**src/rtl/sync_noc_pkg.sv**
```systemverilog
package sync_noc_pkg;

   // Command codes carried in flit 3 of every packet
   localparam int CMD_PRINT  = 3;
   localparam int CMD_SCAN   = 4;
   localparam int CMD_NOTIFY = 8;

   localparam int HDR_FLITS  = 4;

   typedef enum logic [2:0] {
      OP_NONE,
      OP_PRINT,
      OP_SCAN,
      OP_WAIT,
      OP_NOTIFY
   } op_e;

   typedef enum logic [2:0] {
      ST_IDLE,
      ST_SEND,
      ST_RECV,
      ST_WAITN,
      ST_DONE
   } st_e;

endpackage

```
**src/rtl/sync_addr_dec.sv**
```systemverilog
module sync_addr_dec
   import sync_noc_pkg::*;
#(
   parameter int ADDR_W = 16
) (
   input  logic              req,
   input  logic              we,
   input  logic [ADDR_W-1:0] addr,
   output op_e               op,
   output logic              mem_en
);

   localparam logic [ADDR_W-1:0] A_IO   = {ADDR_W{1'b1}};
   localparam logic [ADDR_W-1:0] A_WAIT = A_IO - ADDR_W'(1);
   localparam logic [ADDR_W-1:0] A_NTF  = A_IO - ADDR_W'(2);

   always_comb begin
      op = OP_NONE;
      if (req) begin
         if (addr == A_IO)
            op = we ? OP_PRINT : OP_SCAN;
         else if (we && addr == A_WAIT)
            op = OP_WAIT;
         else if (we && addr == A_NTF)
            op = OP_NOTIFY;
      end
   end

   assign mem_en = req && (op == OP_NONE);

endmodule

```
**src/rtl/sync_tx_gen.sv**
```systemverilog
module sync_tx_gen
   import sync_noc_pkg::*;
#(
   parameter int FLIT_W = 8,
   parameter int DATA_W = 16
) (
   input  logic              clk,
   input  logic              rst_n,
   input  logic              start,
   input  logic [FLIT_W-1:0] tgt,
   input  logic [FLIT_W-1:0] src,
   input  logic [FLIT_W-1:0] cmd,
   input  logic              with_data,
   input  logic [DATA_W-1:0] data,
   input  logic              tx_ready,
   output logic              tx_valid,
   output logic [FLIT_W-1:0] tx_flit,
   output logic              done
);

   localparam int NDATA = DATA_W / FLIT_W;
   localparam int TOT   = HDR_FLITS + NDATA;
   localparam int IDX_W = $clog2(TOT);

   logic              busy_q;
   logic [IDX_W-1:0]  idx_q;
   logic [FLIT_W-1:0] tgt_q, src_q, cmd_q;
   logic              wd_q;
   logic [DATA_W-1:0] data_q;
   logic [IDX_W-1:0]  last_idx;
   logic [FLIT_W-1:0] len;
   logic              accept;

   assign last_idx = wd_q ? IDX_W'(TOT - 1) : IDX_W'(HDR_FLITS - 1);
   assign len      = wd_q ? FLIT_W'(2 + NDATA) : FLIT_W'(2);
   assign accept   = busy_q && tx_ready;
   assign done     = accept && (idx_q == last_idx);
   assign tx_valid = busy_q;

   always_comb begin
      if (idx_q == IDX_W'(0))      tx_flit = tgt_q;
      else if (idx_q == IDX_W'(1)) tx_flit = len;
      else if (idx_q == IDX_W'(2)) tx_flit = src_q;
      else if (idx_q == IDX_W'(3)) tx_flit = cmd_q;
      else                         tx_flit = data_q[DATA_W-1 -: FLIT_W];
   end

   always_ff @(posedge clk or negedge rst_n) begin
      if (!rst_n) begin
         busy_q <= 1'b0;
         idx_q  <= '0;
         tgt_q  <= '0;
         src_q  <= '0;
         cmd_q  <= '0;
         wd_q   <= 1'b0;
         data_q <= '0;
      end else if (start) begin
         busy_q <= 1'b1;
         idx_q  <= '0;
         tgt_q  <= tgt;
         src_q  <= src;
         cmd_q  <= cmd;
         wd_q   <= with_data;
         data_q <= data;
      end else if (accept) begin
         if (done) begin
            busy_q <= 1'b0;
         end else begin
            idx_q <= idx_q + IDX_W'(1);
         end
         if (idx_q >= IDX_W'(HDR_FLITS))
            data_q <= data_q << FLIT_W;
      end
   end

endmodule

```
**src/rtl/sync_rx_parse.sv**
```systemverilog
module sync_rx_parse
   import sync_noc_pkg::*;
#(
   parameter int FLIT_W = 8,
   parameter int DATA_W = 16
) (
   input  logic              clk,
   input  logic              rst_n,
   input  logic              rx_valid,
   input  logic [FLIT_W-1:0] rx_flit,
   output logic              ntf_evt,
   output logic [FLIT_W-1:0] ntf_src,
   output logic              ret_evt,
   output logic [DATA_W-1:0] ret_data
);

   localparam int NDATA = DATA_W / FLIT_W;
   localparam int CNT_W = FLIT_W + 2;

   logic [CNT_W-1:0]  idx_q;
   logic [FLIT_W-1:0] len_q, src_q, cmd_q;
   logic [DATA_W-1:0] data_q;
   logic              last_now;

   assign last_now = (idx_q == CNT_W'(1) && rx_flit == '0) ||
                     (idx_q >= CNT_W'(2) && idx_q == CNT_W'(len_q) + CNT_W'(1));

   assign ntf_evt  = rx_valid && idx_q == CNT_W'(3) && len_q == FLIT_W'(2) &&
                     rx_flit == FLIT_W'(CMD_NOTIFY);
   assign ntf_src  = src_q;
   assign ret_evt  = rx_valid && cmd_q == FLIT_W'(CMD_SCAN) &&
                     len_q == FLIT_W'(2 + NDATA) && idx_q == CNT_W'(3 + NDATA);
   assign ret_data = (data_q << FLIT_W) | DATA_W'(rx_flit);

   always_ff @(posedge clk or negedge rst_n) begin
      if (!rst_n) begin
         idx_q  <= '0;
         len_q  <= '0;
         src_q  <= '0;
         cmd_q  <= '0;
         data_q <= '0;
      end else if (rx_valid) begin
         if (idx_q == CNT_W'(1))      len_q <= rx_flit;
         else if (idx_q == CNT_W'(2)) src_q <= rx_flit;
         else if (idx_q == CNT_W'(3)) cmd_q <= rx_flit;
         else if (idx_q >= CNT_W'(4)) data_q <= ret_data;
         idx_q <= last_now ? '0 : idx_q + CNT_W'(1);
      end
   end

endmodule

```
**src/rtl/sync_noc_ctrl.sv**
```systemverilog
module sync_noc_ctrl
   import sync_noc_pkg::*;
#(
   parameter int ADDR_W    = 16,
   parameter int DATA_W    = 16,
   parameter int FLIT_W    = 8,
   parameter int NPROC     = 4,
   parameter int HOST_ADDR = 0,
   parameter bit PEND_EN   = 1'b1
) (
   input  logic              clk,
   input  logic              rst_n,
   input  logic [FLIT_W-1:0] my_addr,
   input  logic              cpu_req,
   input  logic              cpu_we,
   input  logic [ADDR_W-1:0] cpu_addr,
   input  logic [DATA_W-1:0] cpu_wdata,
   output logic              cpu_wait,
   output logic [DATA_W-1:0] cpu_rdata,
   output logic              mem_en,
   output logic              tx_valid,
   input  logic              tx_ready,
   output logic [FLIT_W-1:0] tx_flit,
   input  logic              rx_valid,
   input  logic [FLIT_W-1:0] rx_flit
);

   localparam int PID_W = (NPROC > 1) ? $clog2(NPROC) : 1;

   // Elaboration-time parameter checks
   if (DATA_W % FLIT_W != 0) begin : g_bad_dw
      $error("DATA_W must be a whole number of flits");
   end
   if (FLIT_W < 4 || FLIT_W > DATA_W) begin : g_bad_fw
      $error("FLIT_W must hold command codes and not exceed DATA_W");
   end
   if (NPROC < 2 || (NPROC & (NPROC - 1)) != 0) begin : g_bad_np
      $error("NPROC must be a power of two, at least 2");
   end
   if (PID_W > FLIT_W) begin : g_bad_pid
      $error("processor index must fit in one flit");
   end

   op_e               op;
   st_e               state_q;
   logic              recv_after_q;
   logic [FLIT_W-1:0] expect_q;
   logic [DATA_W-1:0] rdata_q;

   logic              tx_start, tx_done, with_data;
   logic [FLIT_W-1:0] tx_tgt, tx_cmd;
   logic              ntf_evt, ret_evt;
   logic [FLIT_W-1:0] ntf_src;
   logic [DATA_W-1:0] ret_data;

   logic [FLIT_W-1:0] v_full;
   logic [PID_W-1:0]  v_id, n_id;
   logic              v_in_range, n_in_range;
   logic              pend_hit, fast_take, early_match, wait_match, ntf_used;

   sync_addr_dec #(.ADDR_W(ADDR_W)) u_dec (
      .req    (cpu_req),
      .we     (cpu_we),
      .addr   (cpu_addr),
      .op     (op),
      .mem_en (mem_en)
   );

   sync_tx_gen #(.FLIT_W(FLIT_W), .DATA_W(DATA_W)) u_tx (
      .clk       (clk),
      .rst_n     (rst_n),
      .start     (tx_start),
      .tgt       (tx_tgt),
      .src       (my_addr),
      .cmd       (tx_cmd),
      .with_data (with_data),
      .data      (cpu_wdata),
      .tx_ready  (tx_ready),
      .tx_valid  (tx_valid),
      .tx_flit   (tx_flit),
      .done      (tx_done)
   );

   sync_rx_parse #(.FLIT_W(FLIT_W), .DATA_W(DATA_W)) u_rx (
      .clk      (clk),
      .rst_n    (rst_n),
      .rx_valid (rx_valid),
      .rx_flit  (rx_flit),
      .ntf_evt  (ntf_evt),
      .ntf_src  (ntf_src),
      .ret_evt  (ret_evt),
      .ret_data (ret_data)
   );

   // Processor index named by the stored value, and by a notify source
   assign v_full     = cpu_wdata[FLIT_W-1:0];
   assign v_id       = v_full[PID_W-1:0];
   assign v_in_range = (v_full >> PID_W) == '0;
   assign n_id       = ntf_src[PID_W-1:0];
   assign n_in_range = (ntf_src >> PID_W) == '0;

   // Pending-notify store: variant chosen by PEND_EN
   if (PEND_EN) begin : g_pend
      logic [NPROC-1:0] pend_q;
      logic [NPROC-1:0] set_vec, clr_vec;

      always_comb begin
         set_vec = '0;
         clr_vec = '0;
         if (ntf_evt && !ntf_used && n_in_range) set_vec[n_id] = 1'b1;
         if (fast_take)                          clr_vec[v_id] = 1'b1;
      end

      always_ff @(posedge clk or negedge rst_n) begin
         if (!rst_n) pend_q <= '0;
         else        pend_q <= (pend_q | set_vec) & ~clr_vec;
      end

      assign pend_hit = v_in_range && pend_q[v_id];
   end else begin : g_nopend
      assign pend_hit = 1'b0;
   end

   assign fast_take   = (state_q == ST_IDLE) && (op == OP_WAIT) && pend_hit;
   assign early_match = (state_q == ST_IDLE) && (op == OP_WAIT) && !fast_take &&
                        ntf_evt && (ntf_src == v_full);
   assign wait_match  = (state_q == ST_WAITN) && ntf_evt && (ntf_src == expect_q);
   assign ntf_used    = early_match || wait_match;

   assign tx_start  = (state_q == ST_IDLE) &&
                      (op == OP_PRINT || op == OP_SCAN || op == OP_NOTIFY);
   assign tx_tgt    = (op == OP_NOTIFY) ? v_full : FLIT_W'(HOST_ADDR);
   assign with_data = (op == OP_PRINT);

   always_comb begin
      case (op)
         OP_PRINT: tx_cmd = FLIT_W'(CMD_PRINT);
         OP_SCAN:  tx_cmd = FLIT_W'(CMD_SCAN);
         default:  tx_cmd = FLIT_W'(CMD_NOTIFY);
      endcase
   end

   always_ff @(posedge clk or negedge rst_n) begin
      if (!rst_n) begin
         state_q      <= ST_IDLE;
         recv_after_q <= 1'b0;
         expect_q     <= '0;
         rdata_q      <= '0;
      end else begin
         case (state_q)
            ST_IDLE: begin
               if (tx_start) begin
                  state_q      <= ST_SEND;
                  recv_after_q <= (op == OP_SCAN);
               end else if (op == OP_WAIT && !fast_take) begin
                  expect_q <= v_full;
                  state_q  <= early_match ? ST_DONE : ST_WAITN;
               end
            end
            ST_SEND: begin
               if (tx_done) state_q <= recv_after_q ? ST_RECV : ST_DONE;
            end
            ST_RECV: begin
               if (ret_evt) begin
                  rdata_q <= ret_data;
                  state_q <= ST_DONE;
               end
            end
            ST_WAITN: begin
               if (wait_match) state_q <= ST_DONE;
            end
            default: state_q <= ST_IDLE;
         endcase
      end
   end

   assign cpu_wait  = (op != OP_NONE) && (state_q != ST_DONE) && !fast_take;
   assign cpu_rdata = rdata_q;

endmodule

```
**config.mk**
```make
export PLATFORM = sky130hd
export DESIGN_NAME = sync_noc_ctrl
export DESIGN_NICKNAME = d
export VERILOG_FILES = /design/src/rtl/sync_noc_pkg.sv /design/src/rtl/sync_addr_dec.sv /design/src/rtl/sync_tx_gen.sv /design/src/rtl/sync_rx_parse.sv /design/src/rtl/sync_noc_ctrl.sv
export SDC_FILE = /design/constraint.sdc
export NUM_CORES = 1
export LEC_CHECK = 0
export BUFFER_PORTS_ARGS = -buffer_cell sky130_fd_sc_hd__buf_4
export CAP_MARGIN = 20
export CORE_MARGIN = 4
export CORE_UTILIZATION = 58
export CTS_CLUSTER_SIZE = 28
export DETAILED_ROUTE_END_ITERATION = 6
export PLACE_DENSITY = 0.8
export SLEW_MARGIN = 20
export SYNTH_ARGS = -nofsm -noshare
export SYNTH_HDL_FRONTEND = slang
export SYNTH_SLANG_ARGS = --single-unit
```
**constraint.sdc**
```tcl
create_clock -name clk -period 3.2 [get_ports clk]
set_input_delay 0.64 -clock clk [delete_from_list [all_inputs] [get_ports clk]]
set_output_delay 0.64 -clock clk [all_outputs]
set_load 0.05 [all_outputs]
```
==> flow_metrics.py <==
metrics = {
    "routing": {
        "wl_per_cell_um": 17.6,
        "drc": 0,
        "drt-total-wl_um": 14200,
        "drt_iter0_drc": 331,
        "num_vias": 4715,
        "drtAntennaViolNets": 0,
        "firstDrtPassIters": 5,
        "via_per_inst": 5.86,
    },
    "pwr": {
        "seqPwrFrac_pct": 40.2,
        "power_per_cell_area_mw_per_mm2": 567,
        "p_comb_share_pct": 12.3,
        "power.share.switching_pct": 26.0,
        "ir_drop_mv": 0.508,
        "leakagePower_nw": 3.52,
        "p_int_mw": 3.05,
        "clock_power_share_pct": 47.5,
        "p_sw_mw": 1.07,
    },
    "setup_path": {
        "slowest_delay_ns": 0.44,
        "cp_slowest_cell": "dfrtp_1",
        "critical_path_class": "reg -> out",
        "startpoint_type": "register",
        "cp-end-kind": "primary output",
        "cp_common_cell": "nor2_1",
        "worstPathRequired_ns": 2.56,
        "r2r_end": "cpu_rdata[10]$_DFFE_PN0P_",
        "path_buf_inv": 1,
        "cp_cell_sequence": "ha_1 -> ha_4 -> mux2i_2 -> nor2_1 -> a211oi_1 -> a21oi_1 -> nor2_1 -> a221oi_2 -> buf_4",
        "cp_top_family": "flip-flops",
        "ff2ff_setup_slack_ns": 0.48,
        "r2r-start": "u_rx.idx_q[4]$_DFFE_PN0P_",
        "worstPathMaxFanout": 9,
        "reg2reg_depth": 6,
        "arrival_ns": 2.43,
    },
    "floorplanning": {
        "die_w_um": 109,
        "ios": 81,
        "row_count": 36,
        "fp.dieH_um": 109,
        "core_mm2": 0.00982,
        "start_util_pct": 60.1,
        "dieArea_mm2": 0.0119,
    },
    "status": {
        "outcome": "complete, no violations",
    },
    "logic_synthesis": {
        "yosysMostFrequentCell": "dfrtp_1",
        "ys_warn_count": 0,
        "ys_seq_area_share_pct": 47.9,
        "synth_area_per_cell_um2": 10.2,
        "netlist_instances": 580,
        "yosysTopAreaCellShare_pct": 47.9,
        "synthArstFlopShare_pct": 100,
        "ys_ff_latch": 113,
        "synth-edff-count": 0,
        "synth_commonest_cells": "dfrtp_1, nand2_1, mux2_2",
        "syn_nets": 645,
        "synth_area_mm2": 0.00590,
        "synth_top_cell_by_area": "dfrtp_1",
        "synth_cell_type_count": 58,
        "synth_area_leaders": "dfrtp_1, mux2_2, nand2_1, xnor2_1, a21oi_1",
        "synth-main-ff-cell": "dfrtp_1",
    },
    "global_routing": {
        "use_met3_pct": 5.21,
        "grt_pass1_wl_um": 23200,
        "top_usage_layer": "met2",
        "met2_usage_pct": 42.7,
        "grt_use_met1_pct": 31.8,
        "grt_max_degree": 114,
        "track_usage_pct": 25.5,
        "overflow": 0,
        "grt_pass1_vias": 4750,
        "antenna_found_initial": 0,
    },
    "clocking": {
        "cts.clk_slew.worst_paths_ns": 0.06,
        "insertion_delay_ns": 0.54,
        "clk_path_buf_depth": 2,
        "cts_tree": "done",
        "holdBufCountCts": 0,
        "cts_sinks": 113,
        "htree_num_levels": 4,
        "post_cts_buffers": 0,
        "cts_root_buf": "clkbuf_8",
        "numCtsBuffers": 17,
    },
    "cells_and_area": {
        "final_nets": 725,
        "diodes": 0,
        "final_util_pct": 73.8,
        "layout-drive-gt1-share_pct": 26.3,
        "areaGrowthSynthToFinish_pct": 22.8,
    },
    "job": {
        "cap_viol_max_count": 0,
    },
    "timing": {
        "period_share_pct": 95.9,
        "tightestPinTransition_ns": 0.860,
        "slew_headroom_pct": 42.5,
        "finalHoldViolCount": 0,
        "fmax_mhz": 326,
        "setup_tns_ns": 0,
        "clock_skew_ns": 0.00650,
        "rsz0062_at_grt": "no",
        "finalMaxSlewViolations": 0,
        "setup_viol": 0,
        "fin_crit_ns": 3.07,
        "hold_slack_ns": 0.182,
    },
    "placement": {
        "io_buffers": 80,
        "routabilityCongestion": 0.942,
        "dpl.hpwl_um": 9690,
    },
    "worst_hold_path": {
        "hp-class": "in -> async",
    },
}
==> logic make-up (layout without fill, tap and decap cells) <==
group           after synthesis  count (layout)  synth area share, %
fa+ha+maj                    12              12                 2.50
simple gates                233             233                 20.8
mux                          68              68                 12.9
buf+inv                      45             137                 3.24
compound gates               80              80                 8.27
flops                       113             113                 47.9
xor+xnor                     29              29                 4.30
==> final cells by class <==
type                            count  area [µm²]
Multi-Input combinational cell    422        2910
Sequential cell                   113        2830
Fill cell                         695        2570
Timing Repair Buffer               87         666
Clock buffer                       21         449
Tap cell                          133         166
Clock inverter                     10         159
Inverter                           19        71.3
==> sequential cells by signal, indices dropped and copies added, names as in the netlist <==
register,flops
u_tx.idx_q,3
u_rx.len_q,8
u_rx.cmd_q,8
u_tx.tgt_q,8
u_tx.data_q,16
g_pend.pend_q,4
u_rx.data_q,8
state_q,3
cpu_rdata,16
u_tx.src_q,8
u_rx.idx_q,10
u_tx.tx_valid,1
u_tx.cmd_q,2
expect_q,8
u_rx.ntf_src,8
recv_after_q,1
u_tx.wd_q,1
==> repair_timing <==
action,in CTS,in global routing
endpoints found under the hold margin,0,0
gates resized for setup,1,4
endpoints found under the setup margin,1,3
==> cell usage in the layout, fill, tap and decap left out, types with 3 or more instances in the layout <==
cell	count
clkbuf_8	3
nand4_1	13
buf_4	86
ha_1	10
nor2b_1	6
xnor2_1	21
clkbuf_16	16
dfrtp_1	113
nor3_1	15
a31oi_1	3
nand2_1	81
nor2_1	30
xor2_1	8
or3_1	3
nor4_1	9
mux2i_1	10
o21a_1	6
nand2b_1	6
and3_1	8
o22ai_1	3
nand3_1	29
mux2_1	10
or4_1	4
nor3b_1	6
mux2_2	46
bufinv_16	4
and2_1	3
a211oi_1	5
inv_1	19
a21oi_1	30
clkinv_2	3
o21ai_0	16
==> worst register-to-register path: stages (launching register included) <==
cell	delay (ns)
dfrtp_1	0.47
or4_4	0.59
nor4_2	0.45
and4_1	0.30
and3_1	0.17
buf_4	0.25
mux2_1	0.37
==> routing by layer <==
layer,wire [µm],share of wire (%)
met4,303,2.1
met3,897,6.3
met5,0,0
met2,7140,50
met1,5860,41
==> power by group through the flow <==
stage          Combinational [mW]  Sequential, mW  Clock, mW
6_report                    0.507            1.65       1.95
5_1_grt                     0.558            1.67       2.04
4_1_cts                     0.507            1.65       1.97
3_5_place_dp                0.501            1.67          0
3_3_place_gp                0.481            1.67          0
2_1_floorplan               0.380            1.60          0
==> stage by stage <==
stage | power [mW] | instance area (µm²) | std cells | setup slack (ns)
final | 4.11 | 7250 | 805 | 0.130
after global routing | 4.27 | 7250 | 805 | 0.00589
after CTS | 4.13 | 7230 | 805 | 0.0676
after detailed placement | 2.17 | 6620 | 774 | 0.489
after global placement | 2.15 | 6620 | 774 | 0.518
after floorplan | 1.98 | 5910 | 580 | 0.102
==> worst max-delay path by stage <==
| stage | start | end | slack [ns] | cells after the start |
|---|---|---|---|---|
| floorplan | u_tx.idx_q[2]$_DFFE_PN0P_ | tx_flit[0] | 0.10 | 8 |
| global placement | cpu_addr[11] | cpu_wait | 0.52 | 6 |
| detailed placement | cpu_addr[11] | cpu_wait | 0.49 | 6 |
| CTS | u_tx.idx_q[1]$_DFFE_PN0P_ | tx_flit[2] | 0.07 | 9 |
| global route | u_tx.idx_q[0]$_DFFE_PN0P_ | tx_flit[0] | 0.006 | 7 |
| finish | u_tx.idx_q[1]$_DFFE_PN0P_ | tx_flit[2] | 0.13 | 9 |
Power figures use the tool's default switching activity.
